==> src/rtl/bsr_pkg.sv <==
package bsr_pkg;

   typedef enum logic [1:0] {
      CELL_IN  = 2'd0,
      CELL_OUT = 2'd1,
      CELL_OE  = 2'd2,
      CELL_CTL = 2'd3
   } cell_kind_e;

   localparam int CTL_OE_POS  = 0;
   localparam int CTL_DAT_POS = 1;
   localparam int PAD_BASE    = 2;

   function automatic int chain_len(input int nb, input int ni);
      return 3 * nb + ni + 3;
   endfunction

   function automatic int bidir_pos(input int k, input int slot);
      return PAD_BASE + 3 * k + slot;
   endfunction

   function automatic int inonly_pos(input int nb, input int j);
      return PAD_BASE + 3 * nb + j;
   endfunction

   function automatic cell_kind_e kind_of(input int nb, input int ni, input int pos);
      if (pos == CTL_OE_POS || pos == CTL_DAT_POS || pos == chain_len(nb, ni) - 1)
         return CELL_CTL;
      if (pos >= inonly_pos(nb, 0))
         return CELL_IN;
      case ((pos - PAD_BASE) % 3)
         0:       return CELL_IN;
         1:       return CELL_OUT;
         default: return CELL_OE;
      endcase
   endfunction

endpackage

==> src/rtl/bsr_cell.sv <==
module bsr_cell #(
   parameter bit HAS_UPD = 1'b1
) (
   input  logic tck,
   input  logic rst_n,
   input  logic cap_en,
   input  logic shf_en,
   input  logic upd_en,
   input  logic cap_val,
   input  logic ser_in,
   output logic q,
   output logic upd_q
);

   always_ff @(posedge tck or negedge rst_n) begin
      if (!rst_n)      q <= 1'b0;
      else if (cap_en) q <= cap_val;
      else if (shf_en) q <= ser_in;
   end


   cell_capture_chk: assert property (@(posedge tck) disable iff (!rst_n)
      cap_en |=> (q == $past(cap_val)));


   cell_shift_chk: assert property (@(posedge tck) disable iff (!rst_n)
      (shf_en && !cap_en) |=> (q == $past(ser_in)));

   if (HAS_UPD) begin : g_upd
      always_ff @(negedge tck or negedge rst_n) begin
         if (!rst_n)      upd_q <= 1'b0;
         else if (upd_en) upd_q <= q;
      end


      latch_hold_chk: assert property (@(negedge tck) disable iff (!rst_n)
         !upd_en |=> $stable(upd_q));


      latch_reset_chk: assert property (@(negedge tck)
         !rst_n |-> (upd_q == 1'b0));
   end else begin : g_no_upd
      logic unused_upd_en;
      assign unused_upd_en = upd_en;
      assign upd_q         = 1'b0;
   end

endmodule

==> src/rtl/bsr_pad_mux.sv <==
module bsr_pad_mux #(
   parameter int WIDTH = 4
) (
   input  logic             extest,
   input  logic [WIDTH-1:0] core_do,
   input  logic [WIDTH-1:0] core_oe,
   input  logic [WIDTH-1:0] lat_do,
   input  logic [WIDTH-1:0] lat_oe,
   output logic [WIDTH-1:0] pad_do,
   output logic [WIDTH-1:0] pad_oe
);

   for (genvar k = 0; k < WIDTH; k++) begin : g_pad
      always_comb begin
         if (extest) begin
            pad_do[k] = lat_do[k];
            pad_oe[k] = lat_oe[k];
         end else begin
            pad_do[k] = core_do[k];
            pad_oe[k] = core_oe[k];
         end
      end
   end

endmodule

==> src/rtl/bsr_tdo_stage.sv <==
module bsr_tdo_stage (
   input  logic tck,
   input  logic rst_n,
   input  logic shift_dr,
   input  logic head_bit,
   output logic tdo
);

   always_ff @(negedge tck or negedge rst_n) begin
      if (!rst_n)        tdo <= 1'b0;
      else if (shift_dr) tdo <= head_bit;
   end


   tdo_hold_chk: assert property (@(negedge tck) disable iff (!rst_n)
      !shift_dr |=> $stable(tdo));

endmodule

==> src/rtl/bsr_chain.sv <==
module bsr_chain
   import bsr_pkg::*;
#(
   parameter int N_BIDIR  = 4,
   parameter int N_INONLY = 2
) (
   input  logic                tck,
   input  logic                rst_n,
   input  logic                tdi,
   input  logic                capture_dr,
   input  logic                shift_dr,
   input  logic                update_dr,
   input  logic                extest,
   input  logic [N_BIDIR-1:0]  core_do,
   input  logic [N_BIDIR-1:0]  core_oe,
   input  logic [N_BIDIR-1:0]  pad_di,
   input  logic [N_INONLY-1:0] in_pad,
   output logic [N_BIDIR-1:0]  pad_do,
   output logic [N_BIDIR-1:0]  pad_oe,
   output logic                tdo,
   output logic                tdo_ctl_oe,
   output logic                tdo_ctl_dat,
   output logic                upd_flag
);

   localparam int CHAIN_LEN = chain_len(N_BIDIR, N_INONLY);
   localparam int LAST_POS  = CHAIN_LEN - 1;
   localparam int IN_BASE   = inonly_pos(N_BIDIR, 0);

   if (N_BIDIR < 1) begin : g_bad_bidir
      $error("bsr_chain: N_BIDIR must be at least 1");
   end
   if (N_INONLY < 1) begin : g_bad_inonly
      $error("bsr_chain: N_INONLY must be at least 1");
   end

   logic [CHAIN_LEN-1:0] cap_vec;
   logic [CHAIN_LEN-1:0] ser_vec;
   logic [CHAIN_LEN-1:0] stage_q;
   logic [CHAIN_LEN-1:0] latch_q;
   logic [N_BIDIR-1:0]   lat_do;
   logic [N_BIDIR-1:0]   lat_oe;
   logic                 unused_latch_bits;

   assign ser_vec           = {tdi, stage_q[CHAIN_LEN-1:1]};
   assign unused_latch_bits = ^latch_q;

   for (genvar p = 0; p < CHAIN_LEN; p++) begin : g_cell
      localparam cell_kind_e KIND = kind_of(N_BIDIR, N_INONLY, p);

      if (KIND == CELL_CTL) begin : g_ctl
         assign cap_vec[p] = latch_q[p];
      end else if (KIND == CELL_IN && p >= IN_BASE) begin : g_inonly
         assign cap_vec[p] = in_pad[p-IN_BASE];
      end else if (KIND == CELL_IN) begin : g_bin
         assign cap_vec[p] = pad_di[(p-PAD_BASE)/3];
      end else if (KIND == CELL_OUT) begin : g_bout
         assign cap_vec[p] = pad_do[(p-PAD_BASE)/3];
      end else begin : g_boe
         assign cap_vec[p] = pad_oe[(p-PAD_BASE)/3];
      end

      bsr_cell #(
         .HAS_UPD (KIND != CELL_IN)
      ) u_cell (
         .tck     (tck),
         .rst_n   (rst_n),
         .cap_en  (capture_dr),
         .shf_en  (shift_dr),
         .upd_en  (update_dr),
         .cap_val (cap_vec[p]),
         .ser_in  (ser_vec[p]),
         .q       (stage_q[p]),
         .upd_q   (latch_q[p])
      );
   end

   for (genvar k = 0; k < N_BIDIR; k++) begin : g_lat_pick
      assign lat_do[k] = latch_q[bidir_pos(k, 1)];
      assign lat_oe[k] = latch_q[bidir_pos(k, 2)];
   end

   bsr_pad_mux #(
      .WIDTH (N_BIDIR)
   ) u_pad_mux (
      .extest  (extest),
      .core_do (core_do),
      .core_oe (core_oe),
      .lat_do  (lat_do),
      .lat_oe  (lat_oe),
      .pad_do  (pad_do),
      .pad_oe  (pad_oe)
   );

   bsr_tdo_stage u_tdo (
      .tck      (tck),
      .rst_n    (rst_n),
      .shift_dr (shift_dr),
      .head_bit (stage_q[0]),
      .tdo      (tdo)
   );

   assign tdo_ctl_oe  = latch_q[CTL_OE_POS];
   assign tdo_ctl_dat = latch_q[CTL_DAT_POS];
   assign upd_flag    = latch_q[LAST_POS];

endmodule

==> config.mk <==
export PLATFORM = sky130hd
export DESIGN_NAME = bsr_chain
export DESIGN_NICKNAME = d
export VERILOG_FILES = /design/src/rtl/bsr_pkg.sv /design/src/rtl/bsr_cell.sv /design/src/rtl/bsr_pad_mux.sv /design/src/rtl/bsr_tdo_stage.sv /design/src/rtl/bsr_chain.sv
export SDC_FILE = /design/constraint.sdc
export NUM_CORES = 1
export LEC_CHECK = 0
export ABC_AREA = 1
export BUFFER_PORTS_ARGS = -buffer_cell sky130_fd_sc_hd__buf_2
export CAP_MARGIN = 20
export CORE_UTILIZATION = 45
export CTS_CLUSTER_DIAMETER = 80
export DETAILED_ROUTE_END_ITERATION = 10
export PLACE_DENSITY = 0.71
export SLEW_MARGIN = 20
export SYNTH_ARGS = -nofsm -noshare
export SYNTH_HDL_FRONTEND = slang
export SYNTH_SLANG_ARGS = --single-unit
export TNS_END_PERCENT = 1
==> constraint.sdc <==
create_clock -name tck -period 0.9 [get_ports tck]
set_clock_uncertainty 0.15 [all_clocks]
set_input_delay 0.045 -clock tck [delete_from_list [all_inputs] [get_ports tck]]
set_output_delay 0.045 -clock tck [all_outputs]
set_load 0.1 [all_outputs]
# After elaboration in Yosys (flattened, before gate mapping)
# Index checks and enable logic that the tools add are counted.
classes:
  n_reduce_logical: 1
  mux: 42
ops:
  columns: ["cell", "n"]
  rows:
  - ["1-bit two-way mux", 42]
  - ["2-bit nonzero test", 1]
word_totals:
  elab_cells: 72
  reg_bits: 29
  in_bits: 21
  output_inout_bits: 12

# Logic depth before layout (Yosys ltp)
depth:
  ltp_word: 2
  depth_mapped: 6
  ltp_nobuf: 5

# Hierarchy
# From an unflattened synthesis, not the netlist that was laid out.
unflattened:
  cells_unflattened: 246
  hier_area_um2: 1605.3
by_module_without_submodules:
  columns: ["module", "area_per_inst_um2", "seq_area_each_um2", "cells_each", "instances"]
  rows:
  - ["bsr_cell at g_cell[0].u_cell ...", 93.8, 50.0, 13, 11]
  - ["bsr_cell at g_cell[11].u_cell ...", 71.3, 25.0, 12, 6]
  - ["bsr_pad_mux", 105.1, 0.0, 26, 1]
  - ["bsr_tdo_stage", 40.0, 25.0, 5, 1]

==> impl_table.tex <==
\begin{tabular}{lr}
\hline
Metric & Value \\
\hline
\multicolumn{2}{l}{\textbf{CTS}} \\
CTS root buf & sky130\_fd\_sc\_hd\_\_clkbuf\_4 \\
Later-pin clock latency in the skew report & 320 ps \\
Clock input transition at the sequential cells of the worst setup and hold paths & approximately 90 ps \\
CTS tree & built \\
Number of buffers inserted for hold repair after clock tree synthesis & 7 \\
Total setup buffers inserted after CTS & 0 \\
Total clock buffers created by CTS & 5 \\
H-tree levels & 2 \\
CTS max path bufs & 2 \\
Number of clock sinks & 29 \\
\multicolumn{2}{l}{\textbf{Job}} \\
Max-cap violations & 0 \\
\multicolumn{2}{l}{\textbf{Global routing}} \\
Number of antenna violations at the first check in global routing & 0 \\
Grt ovf & 0 \\
Pin count of the biggest net entering global routing & 30 \\
Total GRT Usage & 21.1\% \\
Wire length of the first global-routing pass & about 5500 um \\
Vias in the first global route & roughly 1300 \\
\multicolumn{2}{l}{\textbf{Floorplanning}} \\
DIE AREA & approximately 3600 um\^{}2 \\
Std-Cell Rows & 20 \\
Die Width & 60.4 um \\
Area of the placeable core & 3150 um\^{}2 \\
Initial Util & roughly 50\% \\
Number of placed I/O pins & 33 \\
Vertical extent of the die & between 60 and 70 um \\
\multicolumn{2}{l}{\textbf{Final layout}} \\
Fill count & around 250 \\
Layout Nets & between 200 and 300 \\
Layout-stage area growth over the synthesis result & 46.8\% \\
Most common cell after layout, fill and taps aside & sky130\_fd\_sc\_hd\_\_nand2\_1 \\
Fraction of layout cells with a size suffix above 1 & between 30\% and 40\% \\
Diode count & 0 \\
Most frequent cells in the layout & 71 x sky130\_fd\_sc\_hd\_\_nand2\_1, 27 x sky130\_fd\_sc\_hd\_\_buf\_4, 22 x sky130\_fd\_sc\_hd\_\_nand3\_1, 20 x sky130\_fd\_sc\_hd\_\_inv\_1, 20 x sky130\_fd\_sc\_hd\_\_buf\_2 \\
\multicolumn{2}{l}{\textbf{Critical path}} \\
CP required & roughly 700 ps \\
Data arrival, critical path & approximately 1600 ps \\
Startpoint types & register \\
Type of the worst setup path & reg2out \\
Worst Setup End Kind & output pin \\
Largest fanout on the critical path & 2 \\
\multicolumn{2}{l}{\textbf{Run status}} \\
Status & finished with violations \\
Failing checks & hold timing, setup timing \\
\multicolumn{2}{l}{\textbf{Logic synthesis}} \\
Sequential share of the synthesized area & between 40 and 50\% \\
Syn\_area\_per\_cell & 7.63 um\^{}2 \\
Cell count after synthesis & 201 \\
Post-synthesis register bit count & 29 \\
Yosys synthesis warning count & 0 \\
Synthesized Nets & roughly 220 \\
Post-synthesis cell type count & 17 \\
Synth Cell Area & $\sim$1500 um\^{}2 \\
\multicolumn{2}{l}{\textbf{Detailed routing}} \\
DRC Markers & 0 \\
Wire per inst & around 11 um \\
First drt pass iteration count & 4 \\
DRC violation total after the first TritonRoute iteration & 40 \\
Final Routed Wirelength & 3290 um \\
Remaining antenna violation count after routing & 0 \\
Per-cell via count in the routed design & approximately 4.7 \\
DR vias & approximately 1400 \\
\multicolumn{2}{l}{\textbf{Worst hold path}} \\
Worst min path class & in2async \\
\multicolumn{2}{l}{\textbf{Power and ir drop}} \\
Switching share of total power & $\sim$37\% \\
Post-layout total power & roughly 4.0 mW \\
Combinational share of power & between 30\% and 40\% \\
Fraction of power consumed by sequential logic & roughly 40\% \\
VDD IR max & roughly 930 uV \\
Static power due to leakage & approximately 1.2 nW \\
Net switching power & roughly 1.5 mW \\
Power density normalized to cell area & about 1800 nW/um\^{}2 \\
Internal power summed over all cells & 2.51 mW \\
Clock Power Share & about a fifth \\
\multicolumn{2}{l}{\textbf{Timing}} \\
Final hold violation count & 33 \\
Tightest slew margin relative to the limit & 73.2\% \\
Post-layout worst setup margin & -882 ps \\
Final Hold Slack & -494 ps \\
Count of final setup violators & 36 \\
Final Max Tran Viols & 0 \\
Pin slew with the least headroom to its limit & 402 ps \\
Setup repair after global routing missed its margin & true \\
\multicolumn{2}{l}{\textbf{Place}} \\
Minimum setup slack after placement & -587 ps \\
IO Port Bufs & 32 \\
Routability-driven placement congestion ratio & roughly 0.78 \\
Detail Placement HPWL & approximately 2300 um \\
\hline
\end{tabular}
==> synth_stat cells <==
library cell / count / area share, %
sky130_fd_sc_hd__nor2_4: 1 / 0.73
sky130_fd_sc_hd__nand3_1: 25 / 8.2
sky130_fd_sc_hd__inv_4: 2 / 0.82
sky130_fd_sc_hd__nand2_2: 1 / 0.41
sky130_fd_sc_hd__and2_1: 8 / 3.3
sky130_fd_sc_hd__nor2_8: 1 / 1.3
sky130_fd_sc_hd__buf_6: 3 / 2.2
sky130_fd_sc_hd__nand2_1: 80 / 20
sky130_fd_sc_hd__inv_2: 1 / 0.24
sky130_fd_sc_hd__o21ai_0: 11 / 3.6
sky130_fd_sc_hd__buf_8: 1 / 0.98
sky130_fd_sc_hd__buf_2: 2 / 0.65
sky130_fd_sc_hd__inv_1: 27 / 6.6
sky130_fd_sc_hd__clkbuf_1: 1 / 0.24
sky130_fd_sc_hd__buf_4: 8 / 3.9
sky130_fd_sc_hd__dfrtn_1: 12 / 20
sky130_fd_sc_hd__dfrtp_1: 17 / 28
==> per-layer routing <==
metal	wire [um]	part of all wire [%]	track usage, %
met5	0	0	0
met4	68	2.1	10.3
met3	117	3.6	6.40
met2	1630	49	35.0
met1	1480	45	24.9
==> power by group through the flow <==
| stage | Sequential (mW) | Clock, mW | Combinational (mW) |
|---|---|---|---|
| after CTS | 1.59 | 0.803 | 1.56 |
| after detailed placement | 1.62 | 0 | 1.48 |
| after global placement | 1.61 | 0 | 1.46 |
| after floorplan | 1.81 | 0 | 0.717 |
| final | 1.60 | 0.803 | 1.59 |
| after global routing | 1.62 | 0.861 | 1.69 |
==> path summary, 6_finish.rpt <==
check,from,cells past startpoint,slack [ps],to
min in group tck,core_oe[1],5,-100,g_cell[7].u_cell.q
min,rst_n,2,-490,g_cell[8].u_cell.q
max,g_cell[12].u_cell.upd_q,4,-880,pad_do[3]
max reg2reg,g_cell[4].u_cell.upd_q,5,-460,g_cell[4].u_cell.q
max in group asynchronous,rst_n,2,550,u_tdo.tdo
min reg2reg,g_cell[7].u_cell.upd_q,2,310,g_cell[7].u_cell.upd_q
==> flip-flops by register name, summed over array words and instances (netlist names) <==
| register | cells |
|---|---|
| g_cell.u_cell.q | 17 |
| g_cell.u_cell.upd_q | 11 |
| u_tdo.tdo | 1 |
==> metrics by stage <==
| stage | area, um^2 | cells | util, % | setup TNS, ps |
|---|---|---|---|---|
| detailed placement | 2070 | 292 | 65.6 | -15230 |
| finish | 2250 | 306 | 71.4 | -18700 |
| global route | 2250 | 306 | 71.4 | -20380 |
| CTS | 2220 | 306 | 70.5 | -18950 |
| global placement | 2070 | 292 | 65.6 | -14800 |
| floorplan | 1530 | 201 | - | -17600 |
==> cells by family after synthesis <==
| group | after synthesis | share of synthesized area, % |
|---|---|---|
| and+or+nand+nor | 116 | 33.4 |
| buffers and inverters | 45 | 15.7 |
| DFF | 29 | 47.3 |
| AOI/OAI and AO/OA | 11 | 3.59 |
==> layout make-up <==
type | count | area, um^2 | share of cell area (%)
multi-input cells | 127 | 626 | 27.8
inverters | 30 | 118 | 5.22
flip-flops and latches | 29 | 726 | 32.2
clock buffers | 7 | 55.1 | 2.44
well taps | 44 | 55.1 | 2.44
repair buffers | 69 | 673 | 29.9
==> timing repair <==
action,in CTS,in global routing
endpoints found under the hold margin,41,30
setup endpoints to repair,36,39
gates resized for setup,19,18
pin swaps,20,6
==> critical path, cell delays in order (launching register included) <==
cell and delay (ps):
sky130_fd_sc_hd__dfrtn_1 400, sky130_fd_sc_hd__inv_2 40, sky130_fd_sc_hd__nand2_2 60, sky130_fd_sc_hd__and2_4 150
sky130_fd_sc_hd__buf_12 160
No activity file was read; power rests on OpenSTA's default activity.
